**config.mk**
```make
export PLATFORM = sky130hd
export DESIGN_NAME = spi_ctl_frontend
export DESIGN_NICKNAME = d
export VERILOG_FILES = /design/src/rtl/spi_ctl_pkg.sv /design/src/rtl/spi_ctl_sync.sv /design/src/rtl/spi_ctl_rxreg.sv /design/src/rtl/spi_ctl_reply.sv /design/src/rtl/spi_ctl_route.sv /design/src/rtl/spi_ctl_frontend.sv
export SDC_FILE = /design/constraint.sdc
export NUM_CORES = 1
export LEC_CHECK = 0
export ABC_AREA = 1
export BUFFER_PORTS_ARGS = -buffer_cell sky130_fd_sc_hd__buf_4
export CAP_MARGIN = 20
export CORE_MARGIN = 4
export CORE_UTILIZATION = 45
export DETAILED_ROUTE_END_ITERATION = 10
export SLEW_MARGIN = 20
export SYNTH_ARGS = -nofsm -noshare
export SYNTH_HDL_FRONTEND = slang
export SYNTH_SLANG_ARGS = --single-unit
```
**constraint.sdc**
```tcl
create_clock -name clk -period 3.5 [get_ports clk]
set_input_delay 0.525 -clock clk [delete_from_list [all_inputs] [get_ports clk]]
set_output_delay 0.525 -clock clk [all_outputs]
set_load 0.02 [all_outputs]
```
**src/rtl/spi_ctl_pkg.sv**
```systemverilog
// Package spi_ctl_pkg
// Shared types for the mode-switched SPI control front end.
// Assumes: one access-mode input whose high level selects the local register.
package spi_ctl_pkg;

    typedef enum logic {
        ACC_PASS = 1'b0,
        ACC_REG  = 1'b1
    } acc_mode_e;

    // Field order of the synchronizer bus inside the top module.
    typedef struct packed {
        logic mode;
        logic sel_n;
        logic mosi;
        logic sclk;
    } spi_pins_t;

endpackage

```
**src/rtl/spi_ctl_sync.sv**
```systemverilog
// Module spi_ctl_sync
// Multi-stage synchronizer for a vector of asynchronous inputs.
// Assumes: each bit is independent (no multi-bit coherency required);
// STAGES >= 1; reset loads RST_VAL into every stage.
module spi_ctl_sync #(
    parameter int          W       = 4,
    parameter int          STAGES  = 2,
    parameter logic [W-1:0] RST_VAL = '0
) (
    input  logic         clk,
    input  logic         rst_n,
    input  logic [W-1:0] d_i,
    output logic [W-1:0] q_o
);

    logic [W-1:0] stage_q [STAGES];

    genvar gi;
    generate
        for (gi = 0; gi < STAGES; gi++) begin : g_stage
            // Purpose: move the input one stage closer to the clock domain.
            always_ff @(posedge clk) begin
                if (!rst_n) begin
                    stage_q[gi] <= RST_VAL;
                end else begin
                    if (gi == 0) begin
                        stage_q[gi] <= d_i;
                    end else begin
                        stage_q[gi] <= stage_q[(gi == 0) ? 0 : gi-1];
                    end
                end
            end
        end
    endgenerate

    assign q_o = stage_q[STAGES-1];

endmodule

```
**src/rtl/spi_ctl_rxreg.sv**
```systemverilog
// Module spi_ctl_rxreg
// Receive shifter and committed control byte. Bits enter from the right on
// each rising SCLK strobe; the request flag and the device address update
// only when a full byte has arrived.
// Assumes: strobes are single-cycle pulses in the system clock domain;
// active_i low (deselected or pass-through) restarts byte alignment.
module spi_ctl_rxreg #(
    parameter int REG_W   = 8,
    parameter int ADDR_W  = 5,
    parameter int REQ_BIT = 7
) (
    input  logic              clk,
    input  logic              rst_n,
    input  logic              active_i,
    input  logic              rise_i,
    input  logic              mosi_i,
    output logic              cnt_zero_o,
    output logic              wrap_o,
    output logic              req_o,
    output logic [ADDR_W-1:0] addr_o
);

    localparam int              CNT_W    = (REG_W > 2) ? $clog2(REG_W) : 1;
    localparam logic [CNT_W-1:0] LAST_CNT = CNT_W'(REG_W - 1);

    logic [REG_W-1:0]  shift_q;
    logic [REG_W-1:0]  next_byte;
    logic [CNT_W-1:0]  cnt_q;
    logic              req_q;
    logic [ADDR_W-1:0] addr_q;
    logic              done;

    assign next_byte  = {shift_q[REG_W-2:0], mosi_i};
    assign done       = active_i && rise_i && (cnt_q == LAST_CNT);
    assign wrap_o     = done;
    assign cnt_zero_o = (cnt_q == '0);
    assign req_o      = req_q;
    assign addr_o     = addr_q;

    // Purpose: shift in data bits and count the position within the byte.
    always_ff @(posedge clk) begin
        if (!rst_n) begin
            shift_q <= '0;
            cnt_q   <= '0;
        end else if (!active_i) begin
            cnt_q   <= '0;
        end else if (rise_i) begin
            shift_q <= next_byte;
            cnt_q   <= (cnt_q == LAST_CNT) ? '0 : cnt_q + 1'b1;
        end
    end

    // Purpose: commit request flag and address on a complete byte only.
    always_ff @(posedge clk) begin
        if (!rst_n) begin
            req_q  <= 1'b0;
            addr_q <= '0;
        end else if (done) begin
            req_q  <= next_byte[REQ_BIT];
            addr_q <= next_byte[ADDR_W-1:0];
        end
    end

    // committed state moves only after the last bit position was filled.
    p_commit_full_byte_r2: assert property (@(posedge clk) disable iff (!rst_n)
        (req_q != $past(req_q) || addr_q != $past(addr_q)) |-> ($past(cnt_q) == LAST_CNT))
        else $error("commit without a full byte");

    // leaving the active state restarts alignment.
    p_align_restart_r4: assert property (@(posedge clk) disable iff (!rst_n)
        !active_i |=> (cnt_q == '0))
        else $error("bit counter not cleared when inactive");

    // no commit while inactive (pass-through or deselected).
    p_no_commit_inactive_r8: assert property (@(posedge clk) disable iff (!rst_n)
        !active_i |=> $stable(req_q) && $stable(addr_q))
        else $error("control byte changed while inactive");

endmodule

```
**src/rtl/spi_ctl_reply.sv**
```systemverilog
// Module spi_ctl_reply
// Status reply shifter. The grant flag is sampled at the start of each
// byte and shifted out as all-zeros (granted) or all-ones (not granted),
// advancing on falling SCLK strobes.
// Assumes: SPI mode 0, so a byte boundary is the falling edge after the
// last rising edge; before the first rising edge the grant is tracked.
module spi_ctl_reply #(
    parameter int REG_W = 8
) (
    input  logic clk,
    input  logic rst_n,
    input  logic active_i,
    input  logic fall_i,
    input  logic cnt_zero_i,
    input  logic wrap_i,
    input  logic grant_i,
    output logic bit_o
);

    logic [REG_W-1:0] reply_q;
    logic [REG_W-1:0] fill;
    logic             wrapped_q;

    assign fill  = grant_i ? '0 : '1;
    assign bit_o = reply_q[REG_W-1];

    // Purpose: load the reply at byte start, then shift it on falling edges.
    always_ff @(posedge clk) begin
        if (!rst_n) begin
            reply_q   <= '1;
            wrapped_q <= 1'b0;
        end else if (!active_i) begin
            reply_q   <= fill;
            wrapped_q <= 1'b0;
        end else begin
            if (wrap_i) begin
                wrapped_q <= 1'b1;
            end
            if (fall_i) begin
                wrapped_q <= 1'b0;
                if (wrapped_q || cnt_zero_i) begin
                    reply_q <= fill;
                end else begin
                    reply_q <= {reply_q[REG_W-2:0], reply_q[0]};
                end
            end else if (cnt_zero_i && !wrapped_q && !wrap_i) begin
                reply_q <= fill;
            end
        end
    end

    // a reply byte is always uniform, all zeros or all ones.
    p_reply_uniform_r5: assert property (@(posedge clk) disable iff (!rst_n)
        ($countones(reply_q) == 0) || ($countones(reply_q) == REG_W))
        else $error("reply byte not uniform");

    // inside a byte the reply level holds regardless of the grant flag.
    p_reply_hold_r6: assert property (@(posedge clk) disable iff (!rst_n)
        (active_i && !cnt_zero_i && !wrapped_q) |=> (!active_i || $stable(bit_o)))
        else $error("reply level moved inside a byte");

endmodule

```
**src/rtl/spi_ctl_route.sv**
```systemverilog
// Module spi_ctl_route
// Wire routing between the master, the shared bus and the local reply.
// Pass-through forwards all four lines; register mode parks the bus idle
// and answers the master from the local reply or with a high level.
// Assumes: bus idle is select high, SCLK low, data low.
module spi_ctl_route
    import spi_ctl_pkg::*;
(
    input  logic mode_i,
    input  logic m_sclk_i,
    input  logic m_mosi_i,
    input  logic m_sel_n_i,
    input  logic reply_bit_i,
    input  logic bus_miso_i,
    output logic m_miso_o,
    output logic bus_sclk_o,
    output logic bus_mosi_o,
    output logic bus_sel_n_o
);

    acc_mode_e acc;

    assign acc = acc_mode_e'(mode_i);

    // Purpose: select the path of each SPI line from the access mode.
    always_comb begin
        if (acc == ACC_PASS) begin
            bus_sclk_o  = m_sclk_i;
            bus_mosi_o  = m_mosi_i;
            bus_sel_n_o = m_sel_n_i;
            m_miso_o    = bus_miso_i;
        end else begin
            bus_sclk_o  = 1'b0;
            bus_mosi_o  = 1'b0;
            bus_sel_n_o = 1'b1;
            m_miso_o    = m_sel_n_i ? 1'b1 : reply_bit_i;
        end
    end

endmodule

```
**src/rtl/spi_ctl_frontend.sv**
```systemverilog
// Module spi_ctl_frontend (top)
// Mode-switched SPI front end: a local request/address byte in register
// mode, a routed pass-through to a shared bus otherwise, with the
// arbiter's grant reported on the master's data-in line.
// Assumes: master SPI inputs are asynchronous and several times slower
// than clk; grant_i is synchronous to clk.
module spi_ctl_frontend
    import spi_ctl_pkg::*;
#(
    parameter int REG_W       = 8,
    parameter int ADDR_W      = 5,
    parameter int REQ_BIT     = 7,
    parameter int SYNC_STAGES = 2
) (
    input  logic              clk,
    input  logic              rst_n,
    input  logic              mode_i,
    input  logic              m_sclk_i,
    input  logic              m_mosi_i,
    input  logic              m_sel_n_i,
    output logic              m_miso_o,
    output logic              bus_sclk_o,
    output logic              bus_mosi_o,
    output logic              bus_sel_n_o,
    input  logic              bus_miso_i,
    input  logic              grant_i,
    output logic              req_o,
    output logic [ADDR_W-1:0] dev_addr_o
);

    localparam int PIN_W = $bits(spi_pins_t);
    localparam spi_pins_t PIN_RST = '{mode: 1'b1, sel_n: 1'b1, mosi: 1'b0, sclk: 1'b0};

    spi_pins_t raw_pins;
    spi_pins_t syn_pins;
    logic      sclk_prev_q;
    logic      rise;
    logic      fall;
    logic      active;
    logic      cnt_zero;
    logic      wrap;
    logic      reply_bit;

    assign raw_pins = '{mode: mode_i, sel_n: m_sel_n_i, mosi: m_mosi_i, sclk: m_sclk_i};

    spi_ctl_sync #(
        .W       (PIN_W),
        .STAGES  (SYNC_STAGES),
        .RST_VAL (PIN_RST)
    ) sync_i (
        .clk   (clk),
        .rst_n (rst_n),
        .d_i   (raw_pins),
        .q_o   (syn_pins)
    );

    // Purpose: remember the last synchronized SCLK level for edge detection.
    always_ff @(posedge clk) begin
        if (!rst_n) begin
            sclk_prev_q <= 1'b0;
        end else begin
            sclk_prev_q <= syn_pins.sclk;
        end
    end

    assign rise   = syn_pins.sclk && !sclk_prev_q;
    assign fall   = !syn_pins.sclk && sclk_prev_q;
    assign active = (acc_mode_e'(syn_pins.mode) == ACC_REG) && !syn_pins.sel_n;

    spi_ctl_rxreg #(
        .REG_W   (REG_W),
        .ADDR_W  (ADDR_W),
        .REQ_BIT (REQ_BIT)
    ) rxreg_i (
        .clk        (clk),
        .rst_n      (rst_n),
        .active_i   (active),
        .rise_i     (rise),
        .mosi_i     (syn_pins.mosi),
        .cnt_zero_o (cnt_zero),
        .wrap_o     (wrap),
        .req_o      (req_o),
        .addr_o     (dev_addr_o)
    );

    spi_ctl_reply #(
        .REG_W (REG_W)
    ) reply_i (
        .clk        (clk),
        .rst_n      (rst_n),
        .active_i   (active),
        .fall_i     (fall),
        .cnt_zero_i (cnt_zero),
        .wrap_i     (wrap),
        .grant_i    (grant_i),
        .bit_o      (reply_bit)
    );

    spi_ctl_route route_i (
        .mode_i      (mode_i),
        .m_sclk_i    (m_sclk_i),
        .m_mosi_i    (m_mosi_i),
        .m_sel_n_i   (m_sel_n_i),
        .reply_bit_i (reply_bit),
        .bus_miso_i  (bus_miso_i),
        .m_miso_o    (m_miso_o),
        .bus_sclk_o  (bus_sclk_o),
        .bus_mosi_o  (bus_mosi_o),
        .bus_sel_n_o (bus_sel_n_o)
    );

    // register mode keeps the shared bus idle.
    p_bus_idle_r9: assert property (@(posedge clk) disable iff (!rst_n)
        mode_i |-> (bus_sel_n_o && !bus_sclk_o && !bus_mosi_o))
        else $error("bus not idle in register mode");

    // deselected in register mode, the master sees a high level.
    p_miso_high_desel_r10: assert property (@(posedge clk) disable iff (!rst_n)
        (mode_i && m_sel_n_i) |-> m_miso_o)
        else $error("data-in low while deselected");

    // pass-through returns the bus data to the master.
    p_pass_miso_r8: assert property (@(posedge clk) disable iff (!rst_n)
        !mode_i |-> (m_miso_o == bus_miso_i))
        else $error("pass-through data-in mismatch");

endmodule

```
=== After elaboration in Yosys (flattened, before gate mapping) ===
Memory sizes are Yosys's and may differ from the RTL's.
Index checks and enable logic that the tools add are counted.

* Bits in registers: 26
* RAM bits: 8
* Input bits: 8
* Memories kept: 1

* Add/subtract/negate cells: 1
* Equality and inequality tests: 3
* Mux-type cells: 15
* Bitwise operators: 4
* Reduce and logical (&&, ||, !) cells: 18

{| class="wikitable"
|+ Memory list
! name !! words !! bits a word !! rd ports !! clocked after memory_dff !! wr ports !! line !! text
|-
| sync_i.stage_q || 2 || 4 || 2 || 0 || 2 || spi_ctl_sync.sv:16 || <nowiki>logic [W-1:0] stage_q [STAGES];</nowiki>
|}

{| class="wikitable"
|+ Operators with widths
! kind !! number
|-
| $mux W8 || 5
|-
| $mux W4 || 2
|-
| $logic_and A1 B1 Y1 || 7
|-
| $mux W1 || 7
|-
| $ne A3 B3 Y1 const B || 2
|-
| $reduce_and A2 Y1 || 3
|-
| $logic_not A1 Y1 || 5
|-
| $add A3 B1 Y3 const B || 1
|-
| $eq A3 B3 Y1 const B || 1
|-
| $logic_not A3 Y1 || 1
|-
| $mux W3 || 1
|-
| $reduce_or A3 Y1 || 1
|-
| $not A1 Y1 || 2
|-
| $or A1 B1 Y1 || 2
|-
| $logic_or A1 B1 Y1 || 1
|}

=== Longest topological paths before layout ===
Gate-level depths: netlist of run 1.

* Word-level depth: 9
* Gate-level depth with buffers: 10

=== By module ===
A second synthesis of run 1 with hierarchy kept.

* Cells, all modules: 213
* Area, all modules: 1529.0 um^2

{| class="wikitable"
|+ Modules (own cells, without submodules)
! module !! times used !! cells each !! area each (um^2)
|-
| spi_ctl_rxreg || 1 || 94 || 663.1
|-
| spi_ctl_reply || 1 || 76 || 550.5
|-
| spi_ctl_sync || 1 || 25 || 225.2
|-
| spi_ctl_frontend || 1 || 9 || 52.6
|-
| spi_ctl_route || 1 || 9 || 37.5
|}

=== Worst setup path after synthesis of run 1 ===
Ideal clock, no wire load.

* Kind: flip-flop to flip-flop
* Start: register rxreg_i.cnt_q[0]
* End: register reply_i.reply_q[0]
* Data arrival time: 1.260 ns
* Path slack: 2.125 ns
* Cell stages (with the launch flop): 10
* Cell sequence: dfxtp_1 ha_1 ha_1 buf_2 nand3_4 nand2_4 nand2_4 nand2_1 nand2_1 nand2_1

* Longest elaborated chain between the ends: 6
* Elaborated cells on any way between the ends: 10
* Classes of those cells: eq/ne (3); reduce/logical (7)

{| class="wikitable"
|+ RTL lines
! element !! line !! text
|-
| from (decl) || spi_ctl_rxreg.sv:28 || <nowiki>logic [CNT_W-1:0] cnt_q;</nowiki>
|-
| from (signal assigned) || spi_ctl_rxreg.sv:49 || <nowiki>cnt_q <= (cnt_q == LAST_CNT) ? '0 : cnt_q + 1'b1;</nowiki>
|-
| $eq A3 B3 Y1 || spi_ctl_rxreg.sv:34 || <nowiki>assign done = active_i && rise_i && (cnt_q == LAST_CNT);</nowiki>
|-
| $logic_and A1 B1 Y1 || spi_ctl_rxreg.sv:34 ||
|-
| $logic_not A1 Y1 || spi_ctl_reply.sv:46 || <nowiki>end else if (cnt_zero_i && !wrapped_q && !wrap_i) begin</nowiki>
|-
| $logic_and A1 B1 Y1 || spi_ctl_reply.sv:46 ||
|-
| $ne A3 B3 Y1 (no source line) || -- ||
|-
| $reduce_and A2 Y1 (no source line) (*) || -- ||
|-
| to (signal assigned) || spi_ctl_reply.sv:42 || <nowiki>reply_q <= fill;</nowiki>
|-
| to (signal assigned) || spi_ctl_reply.sv:44 || <nowiki>reply_q <= {reply_q[REG_W-2:0], reply_q[0]};</nowiki>
|-
| to (signal assigned) || spi_ctl_reply.sv:47 || <nowiki>reply_q <= fill;</nowiki>
|-
| to (decl) || spi_ctl_reply.sv:20 || <nowiki>logic [REG_W-1:0] reply_q;</nowiki>
|}

Every way passes the cells marked *; elsewhere a longest branch is shown, timed or not.
A chain may end at the register's enable or synchronous reset.

=== Worst setup path in the final report of run 1 ===
Same ends and word-level chain as after synthesis.

==> results of run 1 <==
## registers in the layout, indices dropped and copies added (netlist names)
register	cells
reply_i.reply_q	8
reply_i.wrapped_q	1
rxreg_i.addr_o	5
rxreg_i.cnt_q	3
rxreg_i.req_o	1
rxreg_i.shift_q	7
sclk_prev_q	1
sync_i.stage_q	8
## per-layer routing
layer,vias up,GRT usage (%)
met2,30,21.2
met1,523,19.4
met3,9,6.50
met5,-,0
li1,622,-
met4,0,7.28
## tightest hold or removal path: stages
cell and delay [ns]:
buf_4 0.08, nand2_1 0.04, inv_1 0.04
## final cells by class
| type | instances | area share, % |
|---|---|---|
| multi-input combinational | 124 | 37.1 |
| clock inverter | 1 | 1.83 |
| sequential | 34 | 41.4 |
| inverter | 24 | 5.48 |
| tap | 44 | 3.35 |
| timing repair buffer | 17 | 7.76 |
| clock buffer | 6 | 3.12 |
## final timing paths
kind,slack (ns),cells past startpoint,to
setup / recovery,1.89,7,reply_i.reply_q[0]
hold / removal,0.37,3,sync_i.stage_q[0][0]
setup reg to reg,1.89,7,reply_i.reply_q[0]
hold reg to reg,0.42,1,sync_i.stage_q[1][3]
## Yosys cell counts
cell type and number:
ha_1 3, nand2_1 47, inv_2 2, nand3_4 1, nand3_1 21, nor2_1 19, nand2_2 1, nor2_2 2
nand2_4 2, dfxtp_1 34, a21oi_1 12, a211oi_1 1, o21ai_0 10, nor2_4 2, buf_6 1, inv_1 22
buf_2 2, or2_2 2, clkbuf_1 2, a21oi_2 1
## stage by stage
| stage | util, % | area, µm² | power (mW) | setup slack (ns) |
|---|---|---|---|---|
| floorplan | - | 1410 | 0.441 | 2.13 |
| global placement | 51.7 | 1560 | 0.457 | 1.97 |
| detailed placement | 51.7 | 1560 | 0.458 | 1.91 |
| CTS | 54.3 | 1650 | 0.749 | 1.88 |
| global route | 54.3 | 1650 | 0.780 | 1.76 |
| finish | 54.3 | 1650 | 0.739 | 1.89 |
## kinds of logic after synthesis
| family | after synthesis | share of synthesized area [%] |
|---|---|---|
| AO/OA/AOI/OAI | 24 | 8.96 |
| adder cells (fa/ha/maj) | 3 | 2.66 |
| buffers and inverters | 29 | 8.43 |
| flip-flops | 34 | 48.3 |
| AND/OR/NAND/NOR | 97 | 31.7 |
## power groups by stage
stage / Sequential, mW / Combinational [mW] / Clock [mW]
after floorplan: 0.410 / 0.0308 / 0
after global routing: 0.405 / 0.0525 / 0.322
after detailed placement: 0.412 / 0.0466 / 0
after global placement: 0.412 / 0.0451 / 0
final: 0.403 / 0.0462 / 0.290
after CTS: 0.403 / 0.0467 / 0.299
==> flow_metrics.tcl, run 1 <==
set metrics [dict create \
    netlist_instances 187 \
    cts_buffer_depth 2 \
    dp.cells 243 \
    clk_latency_ns 0.34 \
    antenna_left 0 \
    critical_path_class "flop to flop" \
    drc_errors 0 \
    drive_gt1_share_pct 18.0 \
    crit_start "rxreg_i.cnt_q[0]" \
    yosysUniqueCellTypes 20 \
    fmax_mhz 619 \
    cts_setup_buffers 0 \
    antenna_cells 0 \
    via_count 1184 \
    path_delay_family "adder cells" \
    arrival_ns 1.85 \
    critPathMaxFanout 9 \
    yosys-top-cells-area "dfxtp_1 (48%), nand2_1 (13%), nand3_1 (7.5%)" \
    p_sw_mw 0.158 \
    cts.sinks 34 \
    rsz0062_at_grt "false" \
    grt_first_pass_wirelength_mm 4.77 \
    boundaryPins 18 \
    min_path_type "primary input to flop" \
    seqPwrFrac_pct 54.5 \
    period_needed_ns 1.61 \
    path_cells "ha_1, ha_1, nand3_4, nand2_4, nand2_4, a21oi_2, nand2_1" \
    multiInputGateArea_um2 611 \
    nFillCells 297 \
    syn_area_per_cell_um2 7.54 \
    layout_common_cells "nand2_1 (47), dfxtp_1 (34), inv_1 (22), nand3_1 (21), nor2_1 (19)" \
    drt_iter0_markers 61 \
    final_common_cell "nand2_1" \
    antenna_found_initial 0 \
    synth.cell_area_mm2 0.00141 \
    cts_tree "built" \
    portBuffers 17 \
    slew_headroom_pct 73.3 \
    hp-start "m_sclk_i" \
    initial_core_util_pct 46.6 \
    critPathMaxStageDelay_ns 0.37 \
    finClkSkew_ns 0.00809 \
    clk_pin_slew_ns 0.10 \
    outcome "complete, no violations" \
    nets 217 \
    root_buffer "clkbuf_4" \
    grt_usage_pct 15.0 \
    peakVddDrop_mv 0.259 \
    syn_nets 198 \
    areaGrowthSynthToFinish_pct 16.7 \
    wl_met1_mm 1.33 \
    dp_hpwl_mm 1.93 \
    p_clk_share_pct 39.3 \
    p_per_area_mw_per_mm2 449 \
    top_layer_used "met4" \
    core_mm2 0.00303 \
    final-seq-area_um2 681 \
    post-synth-top-area-cell "dfxtp_1" \
    p_leak_nw 0.773 \
    critPathBufInv 0 \
    die_area_mm2 0.00409 \
    grt_max_degree 22 \
    r2r_start "rxreg_i.cnt_q[0]" \
    cts_buffers 5 \
    fin_cells 250 \
    period_share_pct 46.1 \
    wl_met2_mm 1.12 \
    cp_slowest_cell "dfxtp_1" \
    cts.hold.buffers_added 0 \
    routed_wl_mm 2.68 \
    finalHoldViolations 0 \
    met3_length_um 173 \
    dr.pass1.iters 4 \
    viasPerCell 4.74 \
    p_sw_share_pct 21.4 \
    overflow 0 \
    ctsResizeCount 0 \
    synth_warnings 0 \
    combinationalPowerShare_pct 6.2 \
    seq_area_frac_synth_pct 48.3 \
    htree_levels 2 \
    setup_viol 0 \
    wl_per_cell_um 10.7 \
    yosysTopAreaCellShare_pct 48.3 \
    cp.required_ns 3.73 \
    setup_tns_ns 0 \
    p_int_mw 0.581 \
    rows 20 \
    report.final.slew_viol_count 0 \
    hold_ws_ns 0.373 \
    die_w_um 64.0 \
    yosys_register_bits 34 \
    gp_congestion 0.820 \
    die_h_um 64.0 \
    endpoint_kind "flop" \
    start_kind "flop" \
    maxCapViolations 0 \
    max_slew.worst_pin.slew_ns 0.400 \
    grt_pass1_vias 1104 \
]
Power figures use the tool's default switching activity.
==> run 2: changes to the inputs <==
Clock period 3.5 ns to 1.6 ns, I/O delays scaled along.
==> run 2 against run 1 <==
Net effect: maximum frequency is 14% higher; sequential power rose by 120%; worst setup slack worse by 1.7 ns; worst hold slack worse by 0.28 ns; routed wire length is 4.3% lower; largest power group unchanged.
==> flow_metrics.tcl, run 2 (synthesis gave the netlist of run 1 again) <==
set metrics [dict create \
    max_slew.worst_pin.slew_ns 0.402 \
    die_w_um 64.0 \
    cts_tree "built" \
    antenna_found_initial 0 \
    setup_viol 0 \
    initial_core_util_pct 46.6 \
    root_buffer "clkbuf_4" \
    fmax_mhz 703 \
    viasPerCell 4.69 \
    cts.sinks 34 \
    fin_ws_ns 0.178 \
    die_h_um 64.0 \
    dp_hpwl_mm 1.90 \
    p_sw_mw 0.356 \
    antenna_cells 0 \
    cts_buffers 5 \
    p_int_mw 1.12 \
    routed_wl_mm 2.56 \
    grt_max_degree 21 \
    p_per_area_mw_per_mm2 899 \
    clk_pin_slew_ns 0.10 \
    drt_iter0_markers 70 \
    p_sw_share_pct 24.1 \
    outcome "complete, no violations" \
    drc_errors 0 \
    gp_congestion 0.855 \
    grt_usage_pct 14.1 \
    via_count 1187 \
    endpoint_kind "flop" \
    clk_latency_ns 0.33 \
    start_kind "flop" \
    wl_per_cell_um 10.1 \
    die_area_mm2 0.00409 \
    layout_common_cells "nand2_1 (47), dfxtp_1 (34), inv_1 (22), nand3_1 (21)" \
    finalHoldViolations 0 \
    maxCapViolations 0 \
    boundaryPins 18 \
    seqPwrFrac_pct 59.7 \
    period_share_pct 88.9 \
    overflow 0 \
    setup_tns_ns 0 \
    report.final.slew_viol_count 0 \
    htree_levels 2 \
    cts_setup_buffers 0 \
    critical_path_class "flop to flop" \
    finClkSkew_ns 0.00402 \
    nets 219 \
    cts_buffer_depth 2 \
    min_path_type "primary input to flop" \
    peakVddDrop_mv 0.725 \
    rsz0062_at_grt "false" \
    arrival_ns 1.64 \
    hold_ws_ns 0.0921 \
    cp.required_ns 1.82 \
    core_mm2 0.00303 \
    portBuffers 17 \
    antenna_left 0 \
    areaGrowthSynthToFinish_pct 16.5 \
    cts.hold.buffers_added 0 \
    combinationalPowerShare_pct 7.0 \
    period_needed_ns 1.42 \
    pre_cts_slack_ns 0.190 \
    critPathMaxFanout 9 \
    ctsResizeCount 0 \
    slew_headroom_pct 73.2 \
    grt_first_pass_wirelength_mm 4.59 \
    dr.pass1.iters 4 \
    p_leak_nw 0.774 \
    reg_top3 "reply_i.reply_q: 8 flops, sync_i.stage_q: 8 flops, rxreg_i.shift_q: 7 flops" \
    rows 20 \
    grt_pass1_vias 1092 \
    drive_gt1_share_pct 19.1 \
    final_common_cell "nand2_1" \
    p_clk_share_pct 33.3 \
]
run 2: stage by stage:
| step | utilization, % | power [mW] | std cells | instance area (µm²) |
|---|---|---|---|---|
| finish | 54.3 | 1.48 | 253 | 1640 |
| global placement | 52.1 | 1.00 | 245 | 1580 |
| global route | 54.3 | 1.55 | 253 | 1640 |
| detailed placement | 52.1 | 1.00 | 245 | 1580 |
| floorplan | - | 0.965 | 187 | 1410 |
| CTS | 54.3 | 1.50 | 253 | 1640 |
run 2: final timing paths:
kind | slack (ns) | endpoint | cells after the start | from
max | 0.18 | reply_i.reply_q[7] | 7 | rxreg_i.cnt_q[0]
min | 0.09 | sync_i.stage_q[0][0] | 3 | m_sclk_i
max reg2reg | 0.18 | reply_i.reply_q[7] | 7 | rxreg_i.cnt_q[0]
min reg2reg | 0.42 | sync_i.stage_q[1][3] | 1 | sync_i.stage_q[0][3]
run 2: power groups by stage:
stage	clock network (mW)	logic, mW	registers, mW
floorplan	0	0.0675	0.898
global placement	0	0.102	0.900
detailed placement	0	0.104	0.901
CTS	0.509	0.105	0.881
global route	0.545	0.118	0.885
finish	0.493	0.103	0.881
run 2: area by class of cell:
| class | count | area [µm²] |
|---|---|---|
| repair buffers | 19 | 143 |
| well taps | 44 | 55.1 |
| flip-flops and latches | 34 | 681 |
| clock inverters | 2 | 12.5 |
| inverters | 24 | 90.1 |
| multi-input cells | 124 | 611 |
| fillers | 296 | 1390 |
| clock buffers | 6 | 51.3 |
run 2: routing by layer:
metal	vias up	global-route usage [%]	wire (µm)
met1	532	18.0	1320
li1	627	-	-
met4	0	6.47	58
met3	7	3.87	118
met2	21	21.9	1060
met5	-	0	0
run 2: worst max-delay path: stages, from the launching register on:
cell and delay [ns]:
dfxtp_1 0.37, ha_1 0.16, ha_1 0.22, nand3_4 0.15
nand2_4 0.15, nand2_4 0.10, nand2_1 0.10, nand3_1 0.07
==> run 3: changes to the inputs <==
Clock period 1.6 ns to 1.5 ns, I/O delays scaled along.
==> run 3 against run 2 <==
Net effect: sequential power is 6.7% higher; worst hold slack got worse by 0.012 ns; via count is 1.7% lower; register-to-register slack got worse by 0.03 ns; core utilization rose by 3.1 points; maximum frequency rose by 5.2%; power rose by 30%; first-iteration DRC count down 39%; final area up 5.6%; highest routed layer unchanged; critical path type unchanged; global-route usage down 0.058 points.
==> flow_metrics.tcl, run 3 (synthesis gave the netlist of run 1 again) <==
set metrics [dict create \
    clk_latency_ns 0.33 \
    grt_pass1_vias 1064 \
    wl_per_cell_um 10.2 \
    hold_ws_ns 0.0798 \
    dr.pass1.iters 4 \
    dp_hpwl_mm 1.87 \
    drive_gt1_share_pct 23.1 \
    fin_util_pct 57.3 \
    cts_buffers 5 \
    clk_pin_slew_ns 0.10 \
    slew_headroom_pct 82.4 \
    dp.cells 246 \
    setup_viol 0 \
    nFillCells 288 \
    initial_core_util_pct 46.6 \
    peakVddDrop_mv 0.657 \
    pre_cts_slack_ns 0.0991 \
    finClkSkew_ns 0.00919 \
    areaGrowthSynthToFinish_pct 23.1 \
    layout_common_cells "nand2_1 (44), dfxtp_1 (33), inv_1 (22), buf_4 (22), nand3_1 (21)" \
    portBuffers 17 \
    cp.required_ns 1.73 \
    core_mm2 0.00303 \
    nets 222 \
    start_kind "flop" \
    final-seq-area_um2 682 \
    endpoint_kind "flop" \
    grt_usage_pct 14.0 \
    report.final.slew_viol_count 0 \
    final_cell_area_mm2 0.00174 \
    total_power_mw 1.92 \
    place_area_mm2 0.00159 \
    antenna_cells 0 \
    cts_buffer_depth 2 \
    die_h_um 64.0 \
    htree_levels 2 \
    maxCapViolations 0 \
    overflow 0 \
    final_common_cell "nand2_1" \
    drc_errors 0 \
    arrival_ns 1.58 \
    die_area_mm2 0.00409 \
    gp_congestion 0.755 \
    multiInputGateArea_um2 632 \
    cts.sinks 34 \
    fin_ws_ns 0.148 \
    drt_iter0_markers 43 \
    die_w_um 64.0 \
    setup_tns_ns 0 \
    rows 20 \
    outcome "complete, no violations" \
    min_path_type "primary input to flop" \
    fin_cells 256 \
    root_buffer "clkbuf_4" \
    max_slew.worst_pin.slew_ns 0.263 \
    via_count 1167 \
    cts_tree "built" \
    routed_wl_mm 2.61 \
    reg_top3 "reply_i.reply_q: 8 flops, sync_i.stage_q: 8 flops, rxreg_i.shift_q: 7 flops" \
    viasPerCell 4.56 \
    period_needed_ns 1.35 \
    p_per_area_mw_per_mm2 1110 \
    period_share_pct 90.1 \
    grt_first_pass_wirelength_mm 4.51 \
    critical_path_class "flop to flop" \
    antenna_left 0 \
    grt_max_degree 22 \
    critPathMaxFanout 9 \
    fmax_mhz 740 \
    rsz0062_at_grt "false" \
    p_leak_nw 0.815 \
    finalHoldViolations 0 \
    antenna_found_initial 0 \
    boundaryPins 18 \
]
[run 3: cell types whose count changed in the layout (fill, tap and decap cells not counted), sizes merged]
cell,before,now
clkinvlp,1,0
clkinv,1,0
buf,19,22
bufinv,0,2
[run 3: what timing repair did]
action	in CTS	in global routing
hold buffers	0	0
endpoints found under the setup margin	0	8
resized for setup	0	7
hold endpoints to repair	0	0
setup buffers	0	2
[run 3: worst paths after layout]
| check | from | endpoint | slack [ns] | cells past startpoint |
|---|---|---|---|---|
| max | rxreg_i.cnt_q[0] | reply_i.reply_q[0] | 0.15 | 8 |
| min | m_mosi_i | sync_i.stage_q[0][1] | 0.08 | 3 |
| max reg2reg | rxreg_i.cnt_q[0] | reply_i.reply_q[0] | 0.15 | 8 |
| min reg2reg | sync_i.stage_q[0][1] | sync_i.stage_q[1][1] | 0.42 | 2 |
[run 3: final cells by class]
cell class	instances	area share (%)
Sequential cell	34	39.3
Multi-Input combinational cell	124	36.4
Timing Repair Buffer	22	9.52
Inverter	24	5.19
Clock inverter	2	3.46
Tap cell	44	3.17
Clock buffer	6	2.96
[run 3: per-layer routing]
layer  up-vias  track usage (%)  wire (µm)
li1        633                -          -
met1       512             17.7       1300
met2        17             21.7       1160
met3         5             3.87         93
met4         0             7.28         46
met5         -                0          0
[run 3: report_power, final]
part	switching (mW)	leakage [nW]	internal [mW]
logic	0.0681	0.478	0.0460
registers	0.0127	0.279	0.927
clock network	0.302	0.0585	0.565
[run 3: worst max-delay path: stages, from the launching register on]
cell     delay (ns)
dfxtp_2        0.34
ha_1           0.19
ha_1           0.22
nand3_4        0.14
nand2_8        0.08
nand2_4        0.12
nand2_1        0.06
nand2_1        0.05
nand2_1        0.05
